### config.mk
export PLATFORM = sky130hd
export DESIGN_NAME = wv_mem_ctrl
export DESIGN_NICKNAME = d
export VERILOG_FILES = /design/src/rtl/wv_pkg.sv /design/src/rtl/wv_cmp.sv /design/src/rtl/wv_margin_cnt.sv /design/src/rtl/wv_timeout.sv /design/src/rtl/wv_seq.sv /design/src/rtl/wv_mem_ctrl.sv
export SDC_FILE = /design/constraint.sdc
export NUM_CORES = 1
export LEC_CHECK = 0
export ABC_AREA = 1
export BUFFER_PORTS_ARGS = -buffer_cell sky130_fd_sc_hd__buf_2
export CAP_MARGIN = 20
export CORE_MARGIN = 1.5
export CORE_UTILIZATION = 50
export DETAILED_ROUTE_END_ITERATION = 10
export MAX_ROUTING_LAYER = met4
export PLACE_DENSITY = 0.77
export SYNTH_ARGS = -nofsm -noshare
export SYNTH_HDL_FRONTEND = slang
export SYNTH_SLANG_ARGS = --single-unit
export TNS_END_PERCENT = 100
### constraint.sdc
create_clock -name clk -period 1.8 [get_ports clk]
set_input_delay 0.18 -clock clk [delete_from_list [all_inputs] [get_ports clk]]
set_output_delay 0.18 -clock clk [all_outputs]
set_load 0.05 [all_outputs]
### src/rtl/wv_pkg.sv
package wv_pkg;

    localparam int DATA_W    = 40;
    localparam int ROW_COUNT = 52;
    localparam int ADDR_W    = $clog2(ROW_COUNT);
    localparam int TAP_W     = 4;

    typedef enum logic [1:0] {
        ST_IDLE,
        ST_VERIFY,
        ST_MARGIN
    } wv_state_e;

    typedef struct packed {
        logic [ADDR_W-1:0] row;
        logic [DATA_W-1:0] data;
        logic [TAP_W-1:0]  tap;
    } wv_job_t;

    function automatic logic row_in_range(input logic [ADDR_W-1:0] a, input int rows);
        return int'(a) < rows;
    endfunction

endpackage

### src/rtl/wv_cmp.sv
module wv_cmp #(
    parameter int W    = 40,
    parameter int LANE = 8
) (
    input  logic [W-1:0] a,
    input  logic [W-1:0] b,
    output logic         eq
);
    localparam int NL = (W + LANE - 1) / LANE;

    logic [NL-1:0] lane_eq;

    for (genvar i = 0; i < NL; i++) begin : g_lane
        localparam int LO = i * LANE;
        localparam int HI = ((i + 1) * LANE > W) ? W - 1 : (i + 1) * LANE - 1;
        assign lane_eq[i] = (a[HI:LO] == b[HI:LO]);
    end

    assign eq = &lane_eq;
endmodule

### src/rtl/wv_margin_cnt.sv
module wv_margin_cnt #(
    parameter int TW = 4
) (
    input  logic          clk,
    input  logic          rst,
    input  logic          clr,
    input  logic          inc,
    input  logic [TW-1:0] tap,
    output logic          last
);
    logic [TW-1:0] cnt;

    always_ff @(posedge clk) begin
        if (rst || clr) begin
            cnt <= '0;
        end else if (inc) begin
            cnt <= cnt + 1'b1;
        end
    end

    assign last = (cnt == tap - 1'b1);
endmodule

### src/rtl/wv_timeout.sv
module wv_timeout #(
    parameter int TIMEOUT = 255
) (
    input  logic clk,
    input  logic rst,
    input  logic clr,
    input  logic run,
    output logic expired
);
    localparam int CW = $clog2(TIMEOUT + 1);

    logic [CW-1:0] cnt;

    always_ff @(posedge clk) begin
        if (rst || clr) begin
            cnt <= '0;
        end else if (run && cnt != CW'(TIMEOUT - 1)) begin
            cnt <= cnt + 1'b1;
        end
    end

    assign expired = run && (cnt == CW'(TIMEOUT - 1));
endmodule

### src/rtl/wv_seq.sv
module wv_seq
    import wv_pkg::*;
#(
    parameter int ROWS = ROW_COUNT
) (
    input  logic              clk,
    input  logic              rst,
    input  logic              cpu_req,
    input  logic              cpu_we,
    input  logic [ADDR_W-1:0] cpu_addr,
    input  logic [DATA_W-1:0] cpu_wdata,
    input  logic [TAP_W-1:0]  dly_tap,
    input  logic [DATA_W-1:0] mem_rdata,
    input  logic              match,
    input  logic              margin_last,
    input  logic              tmr_expired,
    output logic              cpu_ready,
    output logic [DATA_W-1:0] cpu_rdata,
    output logic              cpu_rvalid,
    output logic              cpu_err,
    output logic [ADDR_W-1:0] mem_addr,
    output logic              mem_wen,
    output logic [DATA_W-1:0] mem_wdata,
    output logic [TAP_W-1:0]  job_tap,
    output logic              margin_clr,
    output logic              margin_inc,
    output logic              tmr_clr,
    output logic              tmr_run
);
    wv_state_e state;
    wv_job_t   job;
    logic      busy, take, acc_wr, acc_rd, finish;

    assign busy   = (state != ST_IDLE);
    assign take   = (state == ST_IDLE) && cpu_req && row_in_range(cpu_addr, ROWS);
    assign acc_wr = take && cpu_we;
    assign acc_rd = take && !cpu_we;

    assign finish = ((state == ST_VERIFY) && match && (job.tap == '0)) ||
                    ((state == ST_MARGIN) && match && margin_last);

    assign margin_clr = (state != ST_MARGIN);
    assign margin_inc = (state == ST_MARGIN) && match;
    assign tmr_clr    = !busy;
    assign tmr_run    = busy;

    always_ff @(posedge clk) begin
        if (rst) begin
            state      <= ST_IDLE;
            job        <= '0;
            cpu_rvalid <= 1'b0;
            cpu_rdata  <= '0;
            cpu_err    <= 1'b0;
        end else begin
            cpu_rvalid <= acc_rd;
            if (acc_rd) begin
                cpu_rdata <= mem_rdata;
            end
            if (acc_wr || acc_rd) begin
                cpu_err <= 1'b0;
            end
            unique case (state)
                ST_IDLE: begin
                    if (acc_wr) begin
                        job.row  <= cpu_addr;
                        job.data <= cpu_wdata;
                        job.tap  <= dly_tap;
                        state    <= ST_VERIFY;
                    end
                end
                ST_VERIFY: begin
                    if (finish) begin
                        state <= ST_IDLE;
                    end else if (tmr_expired) begin
                        state   <= ST_IDLE;
                        cpu_err <= 1'b1;
                    end else if (match) begin
                        state <= ST_MARGIN;
                    end
                end
                ST_MARGIN: begin
                    if (finish) begin
                        state <= ST_IDLE;
                    end else if (tmr_expired) begin
                        state   <= ST_IDLE;
                        cpu_err <= 1'b1;
                    end else if (!match) begin
                        state <= ST_VERIFY;
                    end
                end
                default: state <= ST_IDLE;
            endcase
        end
    end

    assign cpu_ready = !busy;
    assign mem_wen   = busy;
    assign mem_addr  = busy ? job.row : cpu_addr;
    assign mem_wdata = job.data;
    assign job_tap   = job.tap;
endmodule

### src/rtl/wv_mem_ctrl.sv
module wv_mem_ctrl
    import wv_pkg::*;
#(
    parameter int ROWS    = ROW_COUNT,
    parameter int TIMEOUT = 255
) (
    input  logic              clk,
    input  logic              rst,
    input  logic              cpu_req,
    input  logic              cpu_we,
    input  logic [ADDR_W-1:0] cpu_addr,
    input  logic [DATA_W-1:0] cpu_wdata,
    input  logic [TAP_W-1:0]  dly_tap,
    output logic              cpu_ready,
    output logic [DATA_W-1:0] cpu_rdata,
    output logic              cpu_rvalid,
    output logic              cpu_err,
    output logic [ADDR_W-1:0] mem_addr,
    output logic              mem_wen,
    output logic [DATA_W-1:0] mem_wdata,
    input  logic [DATA_W-1:0] mem_rdata
);
    logic             match, margin_last, tmr_expired;
    logic             margin_clr, margin_inc, tmr_clr, tmr_run;
    logic [TAP_W-1:0] job_tap;

    wv_seq #(.ROWS(ROWS)) seq_i (
        .clk(clk), .rst(rst),
        .cpu_req(cpu_req), .cpu_we(cpu_we), .cpu_addr(cpu_addr),
        .cpu_wdata(cpu_wdata), .dly_tap(dly_tap), .mem_rdata(mem_rdata),
        .match(match), .margin_last(margin_last), .tmr_expired(tmr_expired),
        .cpu_ready(cpu_ready), .cpu_rdata(cpu_rdata), .cpu_rvalid(cpu_rvalid),
        .cpu_err(cpu_err), .mem_addr(mem_addr), .mem_wen(mem_wen),
        .mem_wdata(mem_wdata), .job_tap(job_tap),
        .margin_clr(margin_clr), .margin_inc(margin_inc),
        .tmr_clr(tmr_clr), .tmr_run(tmr_run)
    );

    wv_cmp #(.W(DATA_W)) cmp_i (
        .a(mem_rdata), .b(mem_wdata), .eq(match)
    );

    wv_margin_cnt #(.TW(TAP_W)) margin_i (
        .clk(clk), .rst(rst), .clr(margin_clr), .inc(margin_inc),
        .tap(job_tap), .last(margin_last)
    );

    wv_timeout #(.TIMEOUT(TIMEOUT)) tmr_i (
        .clk(clk), .rst(rst), .clr(tmr_clr), .run(tmr_run),
        .expired(tmr_expired)
    );
endmodule

==> run_results.csv, run 1 <==
group,metric,value,unit
final_layout,final_cell_count_no_fill,1020,
power,power_density,1150,nW/um^2
route,vias,4812,
timing,setup_slack,0.137,ns
timing,setup_viol,0,
logic_synthesis,ys_warn_count,0,
logic_synthesis,syn_area,5290,sq um
critical_path,cp_data_required_time,2.10,ns
cts,clock_path_buffers,2,
cts,cts_tree,"yes",
critical_path,rrSetupSlack,0.14,ns
final_layout,antennaDiodeCount,0,
route,postRouteAntennaNets,0,
route,routed_wl,12.4,mm
status,status,"finished, final reports clean",
timing,fin_crit_sh,92.4,%
die,num_rows,37,
timing,slew_headroom,69.3,%
route,vias_per_cell,4.72,
die,die_w,106,um
logic_synthesis,syn-instance-count,744,
grt,met1_usage,28.7,%
die,start_util,51.5,%
route,wire_per_inst,12.1,um
placed_design,gp_congestion,0.816,
run,maxCapViolCount,0,
logic_synthesis,synth_nets,847,
grt,grt.busiest_layer,"met2",
logic_synthesis,ys_seq_elements,106,
cts,clkTransAtPathRegs,0.09,ns
critical_path,cpMostUsedCell,"nand2_1",
route,drc,0,
logic_synthesis,ys_types,34,
cts,cts_buffers,9,
logic_synthesis,ys_seq_area_share,40.1,%
critical_path,path_max_fanout,3,
timing,clock_skew,0.0116,ns
power,finalPower,7360,uW
timing,rsz0062_at_grt,"true",
critical_path,cp_slowest_cell,"dfxtp_1",
timing,tightest_slew,0.460,ns
placed_design,port_buffers,183,
final_layout,seqCellArea,2140,sq um
critical_path,arrival,1.96,ns
timing,fmax,601,MHz
worst_hold_path,hold_path_class,"input port to flip-flop",
grt,met2_usage,36.9,%
final_layout,area_growth,21.0,%
cts,cts.sinks,106,
final_layout,n_fill_cell,981,
final_layout,final_common_cell,"buf_2",
grt,grt_use_met3,4.27,%
grt,grt_pass1_wl,19.9,mm
timing,drv_slew,0,
placed_design,hpwlAfterDp,9.33,mm
final_layout,multi_input_area,2310,sq um
placed_design,place_ws,0.0957,ns
power,p_leak,0.00303,uW
grt,grt_max_degree,55,
critical_path,worstPathCellList,"inv_1 -> nand2_1 -> nand2_1 -> nor2_2 -> inv_1 -> nor2_2 -> nand2_2 -> nor2_4 -> nand2_4 -> nor2_4 -> nand4_2 -> nand2_1 -> nor3b_2",
placed_design,dp_cells,1004,
cts,cts-htree-levels,3,
final_layout,layout-drive-gt1-share,31.1,%
final_layout,final_area,6400,sq um
die,core,10300,sq um
die,die_y,106,um
timing,hold_viol_final,0,
final_layout,final_cell_mix,"buf_2 (177), inv_1 (125), nand2_1 (105), a21oi_1 (103), dfxtp_1 (94)",
final_layout,nets,984,
grt,grt_pass1_vias,4261,
grt,overflow,0,
timing,hold_slack,0.0705,ns
power,peakVddDrop,685,uV
grt,grt_usage,22.7,%
route,drt_pre_antenna_iters,4,
die,die-area,11200,sq um
route,drt_iter0_drc,215,
die,io_pins,184,
critical_path,setup.worst_path.end_class,"flip-flop",
placed_design,dpl_cell_area,6120,sq um
grt,antenna_found_initial,0,
critical_path,cp-start-kind,"flip-flop",
timing,period_minus_slack,1.66,ns
critical_path,cp_slowest_stage_delay,0.36,ns
critical_path,path_class,"flip-flop to flip-flop",
logic_synthesis,syn_avg_cell_area,7.11,sq um
cts,clockRootBuffer,"clkbuf_8",
cts,clk-insertion-delay-late,0.37,ns
critical path, delay by kind of cell, from the launching register on:
kind                   cells  cell delay (ns)
buffers and inverters      2             0.13
flip-flops                 1             0.36
AND/OR/NAND/NOR           11             1.12
power breakdown:
group,internal [uW],switching [uW]
Sequential,2680,207
Combinational,845,2150
Clock,673,806
synthesized netlist by cell type (all sizes together):
cell,count,share of area [%]
a211oi,1,0.14
o21ai,108,10
o21a,1,0.14
nor3b,2,0.38
or2,2,0.24
clkbuf,27,1.9
and3,1,0.12
xor2,10,1.7
o211ai,1,0.14
nor2,44,4.2
nor3,1,0.095
nand4,5,0.71
a21oi,105,9.9
xnor2,14,2.3
ha,9,2.1
inv,135,9.6
buf,44,6.0
nand3,14,1.4
dfxtp,106,40
nand2,112,8.3
clkinv,2,0.14
state kept, by name, indices dropped and copies added (netlist names):
register and flops:
seq_i.job_tap 4, seq_i.mem_wdata 40, seq_i.job 6, tmr_i.cnt 8, seq_i.cpu_rdata 40, seq_i.cpu_err 1
margin_i.cnt 4, seq_i.cpu_rvalid 1, seq_i.state 2
stage by stage:
stage          utilization (%)  TNS [ns]
6_report                  62.2         0
4_1_cts                   61.5         0
3_5_place_dp              59.5         0
2_1_floorplan                -         0
5_1_grt                   62.2   -0.0394
3_3_place_gp              59.5         0
what timing repair did:
action / 4_1_cts / 5_1_grt
hold buffers: 0 / 0
buffers inserted: 0 / 2
endpoints found under the setup margin: 6 / 22
gates resized for setup: 6 / 29
pin swaps: 0 / 3
logic make-up (layout without fill, tap and decap cells):
| kind of cell | Yosys count | count (layout) | synth area share, % |
|---|---|---|---|
| AO/OA/AOI/OAI | 216 | 216 | 20.6 |
| XOR/XNOR | 24 | 24 | 3.97 |
| adder cells (fa/ha/maj) | 9 | 9 | 2.13 |
| buffers and inverters | 208 | 348 | 17.7 |
| flip-flops | 106 | 106 | 40.1 |
| AND/OR/NAND/NOR | 181 | 181 | 15.5 |
area by class of cell:
cell class | instances | share of cell area, %
well taps | 136 | 2.66
multi-input cells | 430 | 36.2
inverters | 137 | 8.10
clock buffers | 10 | 2.15
clock inverters | 4 | 0.821
flip-flops and latches | 106 | 33.4
repair buffers | 197 | 16.7
worst paths after layout:
kind	endpoint	start	depth (start not counted)
worst max-delay path	margin_i.cnt[3]	seq_i.mem_wdata[19]	13
worst min-delay path	seq_i.state[0]	rst	2
worst max register to register	margin_i.cnt[3]	seq_i.mem_wdata[19]	13
worst min register to register	seq_i.cpu_rdata[24]	seq_i.cpu_rdata[24]	2
layer usage:
layer  part of all wire [%]  up-vias  wire (um)
met4                    1.7        0        207
li1                       -     2577          -
met1                     45     2076       5610
met3                    5.7       21        701
met2                     47      138       5860
met5                      0        -          0
No activity file was read; power rests on OpenSTA's default activity.
==> run 2, diff against run 1 <==
Settings changed: REMOVE_ABC_BUFFERS set to 1.
==> run_results.csv, run 2 (same netlist as run 1, synthesis figures left out) <==
group,metric,value,unit
timing,hold_slack,0.0744,ns
route,vias_per_cell,4.83,
critical_path,path_max_fanout,13,
final_layout,multi_input_area,2300,sq um
final_layout,n_fill_cell,1012,
placed_design,gp_congestion,0.854,
route,vias,4936,
final_layout,area_growth,21.5,%
final_layout,final_common_cell,"buf_2",
die,num_rows,37,
cts,clock_path_buffers,2,
power,p_sw,3160,uW
placed_design,port_buffers,183,
cts,cts_tree,"yes",
timing,slew_headroom,75.7,%
route,wire_per_inst,12.2,um
die,start_util,51.5,%
grt,overflow,0,
final_layout,seqCellArea,2130,sq um
final_layout,final_area,6430,sq um
timing,tightest_slew,0.364,ns
timing,fmax,590,MHz
route,drt_pre_antenna_iters,4,
final_layout,nets,984,
route,drt_iter0_drc,349,
die,core,10300,sq um
cts,cts.sinks,106,
timing,clock_skew,0.0139,ns
grt,grt_pass1_wl,19.9,mm
power,seq_power_share,39.9,%
grt,grt_usage,22.4,%
die,die_y,106,um
power,power_density,1130,nW/um^2
critical_path,arrival,1.52,ns
timing,setup_viol,0,
grt,grt_max_degree,59,
power,clock_power_share,19.0,%
cts,cts-htree-levels,3,
grt,grt_pass1_vias,4436,
cts,clk-insertion-delay-late,0.36,ns
timing,hold_viol_final,0,
final_layout,layout-drive-gt1-share,30.4,%
final_layout,final_cell_mix,"buf_2 (176), inv_1 (126), nand2_1 (106), a21oi_1 (105), dfxtp_1 (96)",
route,drc,0,
timing,drv_slew,0,
timing,fin_setup_tns,0,ns
placed_design,hpwlAfterDp,9.01,mm
worst_hold_path,hold_path_class,"input port to flip-flop",
critical_path,cp-start-kind,"flip-flop",
critical_path,path_class,"flip-flop to output port",
cts,clockRootBuffer,"clkbuf_8",
die,io_pins,184,
timing,rsz0062_at_grt,"true",
route,postRouteAntennaNets,0,
timing,fin_crit_sh,94.2,%
cts,holdBufCountCts,0,
power,peakVddDrop,802,uV
die,die-area,11200,sq um
run,maxCapViolCount,0,
grt,antenna_found_initial,0,
power,p_sw_share,43.7,%
cts,clkTransAtPathRegs,0.10,ns
timing,period_minus_slack,1.70,ns
placed_design,dpl_cell_area,6120,sq um
die,die_w,106,um
power,finalPower,7240,uW
power,power.internal,4080,uW
critical_path,cp_data_required_time,1.62,ns
cts,cts_buffers,9,
final_layout,antennaDiodeCount,0,
power,p_leak,0.00304,uW
critical_path,setup.worst_path.end_class,"output port",
power,pwr-share-comb,41.1,%
status,status,"finished, final reports clean",
route,routed_wl,12.4,mm
[run 2: path summary, 6_finish.rpt]
check | start | end | slack, ns | cells past startpoint
worst min register to register | seq_i.cpu_rdata[22] | seq_i.cpu_rdata[22] | 0.45 | 2
worst max register to register | seq_i.state[0] | seq_i.state[1] | 0.13 | 14
worst min-delay path | rst | seq_i.state[0] | 0.07 | 2
worst max-delay path | seq_i.state[1] | mem_addr[3] | 0.10 | 5
[run 2: worst max-delay path, cell delays in order, from the launching register on]
cell     delay, ns
dfxtp_2       0.37
inv_1         0.07
ha_2          0.19
buf_6         0.14
o21ai_0       0.16
buf_4         0.22
[run 2: repair_timing]
action	in CTS	in global routing
cloned	0	1
resized for setup	10	38
pin swaps	0	9
setup endpoints to repair	6	48
setup buffers	0	1
[run 2: final cells by class]
| type | count | area share, % |
|---|---|---|
| multi-input combinational | 430 | 35.8 |
| clock buffer | 11 | 2.20 |
| timing repair buffer | 197 | 17.6 |
| inverter | 137 | 8.00 |
| sequential | 106 | 33.2 |
| tap | 136 | 2.65 |
| clock inverter | 5 | 0.603 |
[run 2: per-layer routing]
layer  track usage, %  wire, um  vias to the layer above
met5                -         0                        -
met4             6.18       161                        0
met3             4.89       895                       15
met2             36.3      5600                      185
met1             28.2      5780                     2166
li1                 -         -                     2570
[run 2: through the flow]
step / util (%) / cells / worst slack (ns)
after CTS: 61.5 / 1020 / 0.0159
final: 62.5 / 1022 / 0.105
after global placement: 59.5 / 1004 / 0.147
after detailed placement: 59.5 / 1004 / 0.0275
after global routing: 62.5 / 1022 / -0.0308
after floorplan: - / 673 / -1.79
[run 2: power by group through the flow]
stage	Combinational, uW	Sequential (uW)	Clock, uW
after floorplan	1150	3850	0
after global placement	2830	2920	0
after detailed placement	2860	2930	0
after CTS	2900	2880	1410
after global routing	3220	2930	1510
final	2980	2890	1370
